[src/rtl/bus_arb_pkg.sv]
package bus_arb_pkg;
  typedef enum logic [1:0] {
    ARB_IDLE = 2'd0,
    ARB_WAIT = 2'd1,
    ARB_OWN  = 2'd2
  } arb_state_e;

  // bit positions in the synchronized pin vector
  localparam int PIN_ACK  = 0;
  localparam int PIN_BG   = 1;
  localparam int PIN_BR   = 2;
  localparam int PIN_HALT = 3;
  localparam int PIN_NUM  = 4;
endpackage

[src/rtl/arb_sync.sv]
module arb_sync #(
  parameter int           W       = 4,
  parameter int           STAGES  = 2,
  parameter logic [W-1:0] RST_VAL = '1
) (
  input  logic         clk,
  input  logic         rst_n,
  input  logic [W-1:0] d,
  output logic [W-1:0] q
);
  logic [W-1:0] chain [STAGES];

  for (genvar s = 0; s < STAGES; s++) begin : g_stage
    if (s == 0) begin : g_first
      always_ff @(posedge clk or negedge rst_n) begin
        if (!rst_n) chain[s] <= RST_VAL;
        else        chain[s] <= d;
      end
    end else begin : g_next
      always_ff @(posedge clk or negedge rst_n) begin
        if (!rst_n) chain[s] <= RST_VAL;
        else        chain[s] <= chain[s-1];
      end
    end
  end

  assign q = chain[STAGES-1];
endmodule

[src/rtl/arb_fsm.sv]
module arb_fsm
  import bus_arb_pkg::*;
#(
  parameter int PRIO_W = 3
) (
  input  logic              clk,
  input  logic              rst_n,
  input  logic              mode_comp,
  input  logic              need_bus,
  input  logic              refresh_need,
  input  logic              ext_dpr_access,
  input  logic              halt_s,
  input  logic              ext_req_s,
  input  logic              grant_s,
  input  logic              ack_busy_s,
  input  logic [PRIO_W-1:0] proc_prio,
  input  logic [PRIO_W-1:0] own_prio,
  output arb_state_e        st
);
  arb_state_e st_nxt;
  logic       need_eff;
  logic       prio_ge;
  logic       st_en;

  assign need_eff = need_bus && !ext_dpr_access && !(halt_s && !refresh_need);
  assign prio_ge  = (proc_prio >= own_prio);
  assign st_en    = (st_nxt != st);

  always_comb begin
    st_nxt = st;
    unique case (st)
      ARB_IDLE: begin
        if (need_eff) begin
          if (!mode_comp)      st_nxt = ARB_WAIT;
          else if (!ext_req_s) st_nxt = ARB_OWN;
        end
      end
      ARB_WAIT: begin
        if (mode_comp || !need_eff)      st_nxt = ARB_IDLE;
        else if (grant_s && !ack_busy_s) st_nxt = ARB_OWN;
      end
      ARB_OWN: begin
        if (!need_eff)                                st_nxt = ARB_IDLE;
        else if (mode_comp && ext_req_s && prio_ge)   st_nxt = ARB_IDLE;
      end
      default: st_nxt = ARB_IDLE;
    endcase
  end

  always_ff @(posedge clk or negedge rst_n) begin
    if (!rst_n)     st <= ARB_IDLE;
    else if (st_en) st <= st_nxt;
  end

  // requester-mode ownership is entered from the waiting state only
  a_r3_own_from_wait: assert property (@(posedge clk) disable iff (!rst_n)
    (!mode_comp && st == ARB_OWN && $past(st) != ARB_OWN) |-> $past(st) == ARB_WAIT);
  // entry follows grant seen with acknowledge released
  a_r3_grant_seen: assert property (@(posedge clk) disable iff (!rst_n)
    (!mode_comp && st == ARB_OWN && $past(st) != ARB_OWN) |-> $past(grant_s && !ack_busy_s));
  // losing the need releases the bus on the next edge
  a_r5_release: assert property (@(posedge clk) disable iff (!rst_n)
    (st == ARB_OWN && !need_bus) |=> st == ARB_IDLE);
  // a dual-port access forces idle
  a_r7_dpr_idle: assert property (@(posedge clk) disable iff (!rst_n)
    ext_dpr_access |=> st == ARB_IDLE);
  // a high-enough processor request makes the controller yield
  a_r11_yield: assert property (@(posedge clk) disable iff (!rst_n)
    (mode_comp && st == ARB_OWN && ext_req_s && proc_prio >= own_prio) |=> st == ARB_IDLE);
  // no claim while the processor requests
  a_r12_no_claim: assert property (@(posedge clk) disable iff (!rst_n)
    (mode_comp && st == ARB_IDLE && ext_req_s) |=> st == ARB_IDLE);
endmodule

[src/rtl/arb_pin_drv.sv]
module arb_pin_drv
  import bus_arb_pkg::*;
(
  input  logic       mode_comp,
  input  arb_state_e st,
  output logic       br_out_n,
  output logic       br_oe,
  output logic       bg_out_n,
  output logic       bg_oe,
  output logic       bb_out_n,
  output logic       bb_oe,
  output logic       bgack_out_n,
  output logic       bgack_oe,
  output logic       owns_bus
);
  logic own_st;

  assign own_st = (st == ARB_OWN);

  always_comb begin
    owns_bus    = own_st;
    // requester-mode pins
    br_oe       = !mode_comp;
    br_out_n    = !(!mode_comp && st == ARB_WAIT);
    bgack_oe    = !mode_comp && own_st;
    bgack_out_n = !(!mode_comp && own_st);
    // companion-mode pins
    bg_oe       = mode_comp;
    bg_out_n    = !(mode_comp && !own_st);
    bb_oe       = mode_comp;
    bb_out_n    = !(mode_comp && own_st);
  end
endmodule

[src/rtl/bus_arb_ctrl.sv]
module bus_arb_ctrl
  import bus_arb_pkg::*;
#(
  parameter int PRIO_W      = 3,
  parameter int SYNC_STAGES = 2
) (
  input  logic              clk,
  input  logic              rst_n,
  input  logic              mode_comp,
  input  logic              need_bus,
  input  logic              refresh_need,
  input  logic              ext_dpr_access,
  input  logic              halt_n,
  input  logic              br_in_n,
  input  logic              bg_in_n,
  input  logic              bgack_in_n,
  input  logic [PRIO_W-1:0] proc_prio,
  input  logic [PRIO_W-1:0] own_prio,
  output logic              br_out_n,
  output logic              br_oe,
  output logic              bg_out_n,
  output logic              bg_oe,
  output logic              bb_out_n,
  output logic              bb_oe,
  output logic              bgack_out_n,
  output logic              bgack_oe,
  output logic              owns_bus
);
  logic [1:0]         rst_pipe;
  logic               rst_int_n;
  logic [PIN_NUM-1:0] pins_raw;
  logic [PIN_NUM-1:0] pins_s;
  arb_state_e         st;

  // asynchronous assertion, synchronous release
  always_ff @(posedge clk or negedge rst_n) begin
    if (!rst_n) rst_pipe <= 2'b00;
    else        rst_pipe <= {rst_pipe[0], 1'b1};
  end
  assign rst_int_n = rst_pipe[1];

  always_comb begin
    pins_raw           = '1;
    pins_raw[PIN_ACK]  = bgack_in_n;
    pins_raw[PIN_BG]   = bg_in_n;
    pins_raw[PIN_BR]   = br_in_n;
    pins_raw[PIN_HALT] = halt_n;
  end

  arb_sync #(.W(PIN_NUM), .STAGES(SYNC_STAGES), .RST_VAL({PIN_NUM{1'b1}})) u_sync (
    .clk   (clk),
    .rst_n (rst_int_n),
    .d     (pins_raw),
    .q     (pins_s)
  );

  arb_fsm #(.PRIO_W(PRIO_W)) u_fsm (
    .clk            (clk),
    .rst_n          (rst_int_n),
    .mode_comp      (mode_comp),
    .need_bus       (need_bus),
    .refresh_need   (refresh_need),
    .ext_dpr_access (ext_dpr_access),
    .halt_s         (!pins_s[PIN_HALT]),
    .ext_req_s      (!pins_s[PIN_BR]),
    .grant_s        (!pins_s[PIN_BG]),
    .ack_busy_s     (!pins_s[PIN_ACK]),
    .proc_prio      (proc_prio),
    .own_prio       (own_prio),
    .st             (st)
  );

  arb_pin_drv u_drv (
    .mode_comp   (mode_comp),
    .st          (st),
    .br_out_n    (br_out_n),
    .br_oe       (br_oe),
    .bg_out_n    (bg_out_n),
    .bg_oe       (bg_oe),
    .bb_out_n    (bb_out_n),
    .bb_oe       (bb_oe),
    .bgack_out_n (bgack_out_n),
    .bgack_oe    (bgack_oe),
    .owns_bus    (owns_bus)
  );

  // acknowledge is driven only by the owner
  a_r4_ack_only_owner: assert property (@(posedge clk) disable iff (!rst_int_n)
    bgack_oe |-> (owns_bus && !bgack_out_n));
  // the request is withdrawn once the bus is held
  a_r3_br_neg_own: assert property (@(posedge clk) disable iff (!rst_int_n)
    owns_bus |-> br_out_n);
  // grant and busy never asserted together in companion mode
  a_r10_bg_bb_excl: assert property (@(posedge clk) disable iff (!rst_int_n)
    (bg_oe && bb_oe) |-> (bg_out_n != bb_out_n));
endmodule

[config.mk]
export PLATFORM = sky130hd
export DESIGN_NAME = bus_arb_ctrl
export DESIGN_NICKNAME = d
export VERILOG_FILES = /design/src/rtl/bus_arb_pkg.sv /design/src/rtl/arb_sync.sv /design/src/rtl/arb_fsm.sv /design/src/rtl/arb_pin_drv.sv /design/src/rtl/bus_arb_ctrl.sv
export SDC_FILE = /design/constraint.sdc
export NUM_CORES = 1
export LEC_CHECK = 0
export BUFFER_PORTS_ARGS = -buffer_cell sky130_fd_sc_hd__buf_2
export CAP_MARGIN = 20
export CELL_PAD_IN_SITES_DETAIL_PLACEMENT = 0
export CELL_PAD_IN_SITES_GLOBAL_PLACEMENT = 1
export CORE_MARGIN = 1.5
export CORE_UTILIZATION = 35
export DETAILED_ROUTE_END_ITERATION = 7
export GPL_TIMING_DRIVEN = 0
export PLACE_DENSITY_LB_ADDON = 0.12
export SKIP_LAST_GASP = 1
export SYNTH_ARGS = -nofsm -noshare
export SYNTH_HDL_FRONTEND = slang
export SYNTH_HIERARCHICAL = 1
export SYNTH_SLANG_ARGS = --single-unit
[constraint.sdc]
create_clock -name clk -period 1.36 [get_ports clk]
set_input_delay 0 -clock clk [delete_from_list [all_inputs] [get_ports clk]]
set_output_delay 0 -clock clk [all_outputs]
set_load 0.02 [all_outputs]
* Word level (Yosys, flattened, before mapping)
Index checks and enable logic that the tools add are counted.
Storage, ports and cells: bits in latches 0, input bits 16, memories 0, RAM bits 0, bits in registers 12, ROM bits 0
Operators by class: magnitude comparators 1, $add $sub $neg 0, divide/modulo/power cells 0, shift-type cells 0, multiplexer cells 8, $mul 0, reduce and logical (&&, ||, !) cells 25, eq/ne operators 3, bitwise operators 0
Operators by type and width (count):
- 2-bit two-way mux | 7
- 1-bit zero test | 13
- 1-bit logical AND | 10
- 2-bit one-hot mux with 3 select lines | 1
- 3-bit >= comparator | 1
- 2-bit by 1-bit equality test with 1-bit output, second input constant | 1
- 2-bit equality test, second input constant | 1
- 2-bit zero test | 1
- 2-bit inequality test | 1
- 1-bit logical OR | 1

* Logic depth before layout (Yosys ltp)
depth in word-level cells 9, gate-level depth with buffers 6, mapped depth without buffers 5

* By module
The synthesis kept the hierarchy.
By module, submodules not included:
- arb_sync | area an instance 240.2 um^2, instances 1, cells each 12
- arb_fsm | area an instance 183.9 um^2, instances 1, cells each 21
- bus_arb_ctrl | area an instance 68.8 um^2, instances 1, cells each 7
- arb_pin_drv | area an instance 58.8 um^2, instances 1, cells each 10

* Worst setup path before layout
OpenSTA, ideal clock, no wires.
path type register to register, start register u_sync.chain, in the netlist u_sync/q[2], end register u_fsm.st[1], setup time 0.099 ns, cell stages (with the launch flop) 7, path slack 0.149 ns, arrival time 1.111 ns, cell sequence dfstp_2 buf_4 inv_1 nor2b_1 o22ai_2 nand4b_1 a311oi_1
On the way: cells in the longest elaborated chain, start to end 7, elaborated cells between the ends (all ways) 10, those cells by class eq/ne: 1; mux: 6; reduce/logical: 3
RTL lines:
- start: declaration | RTL line arb_sync.sv:11 | logic [W-1:0] chain [STAGES];
- start signal: indexed assignment | RTL line arb_sync.sv:22 | else chain[s] <= chain[s-1];
- 1-bit zero test | RTL line bus_arb_ctrl.sv:65 | .ext_req_s (!pins_s[PIN_BR]),
- 1-bit logical AND (2 in series) | RTL line arb_fsm.sv:44 | else if (mode_comp && ext_req_s && prio_ge) st_nxt = ARB_IDLE;
- 2-bit two-way mux | RTL line arb_fsm.sv:44
- 2-bit two-way mux | RTL line arb_fsm.sv:43 | if (!need_eff) st_nxt = ARB_IDLE;
- 2-bit one-hot mux with 3 select lines * | RTL line arb_fsm.sv:31 | unique case (st)
- 2-bit inequality test | RTL line arb_fsm.sv:27 | assign st_en = (st_nxt != st);
- end signal: assignment | RTL line arb_fsm.sv:52 | else if (st_en) st <= st_nxt;
- end: declaration | RTL line arb_fsm.sv:18 | output arb_state_e st
Mark *: on every way between the ends. The rest lies on a longest branch, timed or not. A chain may end at the register's enable or synchronous reset.

* Final worst setup path
Ends and elaborated chain as after synthesis.

==> metrics.txt <==
# TYPE chip_impl_metric gauge
chip_impl_metric{name="static-leakage-power",unit="nW"} 0.416
chip_impl_metric{name="antenna_cells_inserted",unit=""} 0
chip_impl_info{name="layout_commonest_cell",value="sky130_fd_sc_hd__buf_2"} 1
chip_impl_info{name="worst_setup_path_start_kind",value="register"} 1
chip_impl_metric{name="multiInputGateArea",unit="um2"} 170
chip_impl_metric{name="grt_antenna_before_repair",unit=""} 0
chip_impl_metric{name="synth.top_cell.area_share",unit=""} 0.381
chip_impl_metric{name="synth_fp_nets",unit=""} 69
chip_impl_metric{name="fin_worst_hold_slack",unit="ps"} 59.7
chip_impl_metric{name="critical_path.max_fanout",unit=""} 2
chip_impl_info{name="clk_root_buffer_cell",value="sky130_fd_sc_hd__clkbuf_4"} 1
chip_impl_info{name="worstHoldEndpoint",value="u_fsm/st[1]$_DFFE_PN0P_"} 1
chip_impl_info{name="post_synth_main_area_contributors",value="sky130_fd_sc_hd__dfstp_2 (38%), sky130_fd_sc_hd__dfrtp_1 (18%), sky130_fd_sc_hd__buf_4 (8.2%)"} 1
chip_impl_info{name="final_cell_mix",value="sky130_fd_sc_hd__buf_2 (24), sky130_fd_sc_hd__dfstp_2 (8), sky130_fd_sc_hd__inv_1 (7), sky130_fd_sc_hd__dlygate4sd3_1 (7)"} 1
chip_impl_metric{name="finalWeightedCongestion",unit=""} 0.678
chip_impl_metric{name="synth.yosys.seq_area_share",unit=""} 0.562
chip_impl_info{name="worst_setup_path_end_kind",value="register"} 1
chip_impl_metric{name="finalPower",unit="W"} 0.000707
chip_impl_metric{name="timing.clock.skew",unit="ps"} 0.283
chip_impl_metric{name="fill_cells",unit=""} 139
chip_impl_metric{name="rrSetupSlack",unit="ps"} 140
chip_impl_metric{name="clkSinkCount",unit=""} 12
chip_impl_metric{name="route.vias.total",unit=""} 414
chip_impl_metric{name="final-hold-violation-count",unit=""} 0
chip_impl_metric{name="syn_avg_cell_area",unit="um2"} 11.0
chip_impl_info{name="reg2reg_to",value="u_fsm/st[1]$_DFFE_PN0P_"} 1
chip_impl_metric{name="vdd_drop_max",unit="mV"} 0.683
chip_impl_metric{name="syn2layout_area_growth",unit="%"} 42.2
chip_impl_metric{name="clockBufferDepth",unit=""} 2
chip_impl_metric{name="final_layout_size_suffix_gt1_frac",unit=""} 0.542
chip_impl_metric{name="finalMaxSlewViolations",unit=""} 0
chip_impl_metric{name="clk_pin_slew",unit="ps"} 60
chip_impl_info{name="rr_startpoint",value="u_sync/q[2]$_DFF_PN1_"} 1
chip_impl_metric{name="drv.max_cap_violation_count",unit=""} 0
chip_impl_metric{name="maximum_number_of_pins_on_one_net_before_global_route_repair",unit=""} 11
chip_impl_metric{name="seqCellArea",unit="um2"} 310
chip_impl_metric{name="io_pins",unit=""} 25
chip_impl_metric{name="sum_neg_setup_slack",unit="ps"} 0
chip_impl_metric{name="detail_route.wirelength",unit="um"} 878
chip_impl_info{name="path_class",value="reg2reg"} 1
chip_impl_metric{name="route.detailed.wl_per_inst",unit="um"} 8.87
chip_impl_info{name="grt_setup_unrepaired",value="no"} 1
chip_impl_metric{name="synthesis.yosys.warnings",unit=""} 6
chip_impl_info{name="hold_path_class",value="in2reg"} 1
chip_impl_metric{name="global_route_wire_length_before_repair",unit="um"} 1480
chip_impl_metric{name="max_clock_freq",unit="GHz"} 0.820
chip_impl_metric{name="final_nets",unit=""} 104
chip_impl_metric{name="core_area",unit="um2"} 1490
chip_impl_info{name="hold_path.startpoint",value="mode_comp"} 1
chip_impl_metric{name="route.antenna.remaining_nets",unit=""} 0
chip_impl_metric{name="floorplan.initialDensity",unit=""} 0.371
chip_impl_metric{name="reg2reg_depth",unit=""} 5
chip_impl_metric{name="setup_violations",unit=""} 0
chip_impl_metric{name="die_width",unit="um"} 42.7
chip_impl_metric{name="finalCoreUtilization",unit=""} 0.527
chip_impl_metric{name="period_minus_slack",unit="ps"} 1220
chip_impl_metric{name="worstSkewPairLatency",unit="ps"} 260
chip_impl_metric{name="syn_inst",unit=""} 50
chip_impl_metric{name="cell_area_power_density",unit="nW/um2"} 901
chip_impl_metric{name="first_iter_violations",unit=""} 1
chip_impl_metric{name="track_usage",unit=""} 0.114
chip_impl_metric{name="drc_errors",unit=""} 0
chip_impl_metric{name="dr_pass1_iterations",unit=""} 2
chip_impl_info{name="tritoncts_clock_tree",value="done"} 1
chip_impl_metric{name="avgViaCountPerCell",unit=""} 4.18
chip_impl_metric{name="floorplan.die.height",unit="um"} 42.7
chip_impl_metric{name="grt_pass1_vias",unit=""} 389
chip_impl_metric{name="core.rowCount",unit=""} 14
chip_impl_metric{name="synth_area",unit="um2"} 552
chip_impl_metric{name="h-tree-depth",unit=""} 1
chip_impl_metric{name="critPathArrivalTime",unit="ps"} 1380
chip_impl_info{name="synth_area_leader_cell",value="sky130_fd_sc_hd__dfstp_2"} 1
chip_impl_metric{name="die_area",unit="um2"} 1820
chip_impl_metric{name="crit_required",unit="ps"} 1520
chip_impl_metric{name="grt_remaining_overflow",unit=""} 0
chip_impl_metric{name="synth_cell_types",unit=""} 20
chip_impl_info{name="outcome",value="complete, no violations"} 1
chip_impl_metric{name="layout_worst_path_cycle_share",unit=""} 0.897
chip_impl_metric{name="tritoncts.num_buffers",unit=""} 3
chip_impl_metric{name="total_of_flip_flops_plus_latches_after_synthesis",unit=""} 12
chip_impl_metric{name="min_delay_path_depth",unit=""} 2
chip_impl_metric{name="numPortBuffers",unit=""} 24
## how the worst max path moves through the flow
stage	startpoint	end
6_report	u_sync/q[2]$_DFF_PN1_	u_fsm/st[1]$_DFFE_PN0P_
5_1_grt	u_sync/q[1]$_DFF_PN1_	u_fsm/st[0]$_DFFE_PN0P_
4_1_cts	u_sync/q[2]$_DFF_PN1_	u_fsm/st[1]$_DFFE_PN0P_
3_5_place_dp	u_sync/q[2]$_DFF_PN1_	u_fsm/st[1]$_DFFE_PN0P_
3_3_place_gp	u_sync/q[2]$_DFF_PN1_	u_fsm/st[1]$_DFFE_PN0P_
2_1_floorplan	u_sync/q[2]$_DFF_PN1_	u_fsm/st[1]$_DFFE_PN0P_
## sequential cells by signal (all words and copies together), names as in the netlist
register      flops
u_sync/chain      4
rst_pipe          2
u_fsm/st          2
u_sync/q          4
## per-layer routing
| layer | vias up | share of wire | global-route usage |
|---|---|---|---|
| met2 | 11 | 0.50 | 0.176 |
| met4 | 0 | 0.031 | 0.0938 |
| li1 | 217 | - | - |
| met3 | 4 | 0.052 | 0.0255 |
| met5 | - | 0 | 0 |
| met1 | 182 | 0.42 | 0.135 |
## kinds of logic after synthesis
group	count (synthesis)	synth area share
AO/OA/AOI/OAI	4	0.0567
adder cells (fa/ha/maj)	3	0.0680
buffers and inverters	15	0.143
flip-flops	12	0.562
other	1	0.00680
AND/OR/NAND/NOR	15	0.163
## through the flow
step                cell area [um2]  worst slack, ps  std cells
floorplan                       552              149         50
global placement                692             81.9         90
detailed placement              692             71.2         90
CTS                             785             55.2        100
global route                    785             55.8         99
finish                          785              141         99
## power by group
group	total (W)	switching [W]	internal (W)
clock	0.000197	0.0000954	0.000102
combinational	0.000113	0.0000492	0.0000643
sequential	0.000396	0.0000126	0.000384
## Yosys cell counts
cell type                  count
sky130_fd_sc_hd__dfstp_2       8
sky130_fd_sc_hd__buf_4         6
sky130_fd_sc_hd__nand2b_4      1
sky130_fd_sc_hd__a311oi_1      1
sky130_fd_sc_hd__dfrtp_1       4
sky130_fd_sc_hd__a21oi_1       1
sky130_fd_sc_hd__ha_1          3
sky130_fd_sc_hd__and4b_1       1
sky130_fd_sc_hd__nand2b_1      1
sky130_fd_sc_hd__nand3b_1      1
sky130_fd_sc_hd__inv_1         8
sky130_fd_sc_hd__nor3_1        1
sky130_fd_sc_hd__o21ai_0       1
sky130_fd_sc_hd__nand2_1       5
sky130_fd_sc_hd__o22ai_2       1
sky130_fd_sc_hd__conb_1        1
sky130_fd_sc_hd__nand4b_1      1
sky130_fd_sc_hd__inv_2         1
sky130_fd_sc_hd__nor2b_1       2
sky130_fd_sc_hd__nor2_1        2
## repair_timing
item	in CTS	in global routing
setup buffers	0	0
resized for setup	0	3
hold buffers	7	0
endpoints found under the hold margin	7	0
setup endpoints to repair	0	1
## worst max-delay path, cell delays in order, from the launching register on
cell	delay, ps
sky130_fd_sc_hd__dfstp_2	520
sky130_fd_sc_hd__inv_2	30
sky130_fd_sc_hd__nor2b_4	110
sky130_fd_sc_hd__o22ai_2	90
sky130_fd_sc_hd__nand4b_1	110
sky130_fd_sc_hd__a311oi_1	250
## cell type report
class | instances | area share
Buffer | 5 | 0.0478
Inverter | 9 | 0.0431
Timing Repair Buffer | 31 | 0.242
Clock buffer | 3 | 0.0287
Tap cell | 16 | 0.0255
Sequential cell | 12 | 0.396
Multi-Input combinational cell | 23 | 0.217
Note: power is estimated with default switching activity, not from simulation.
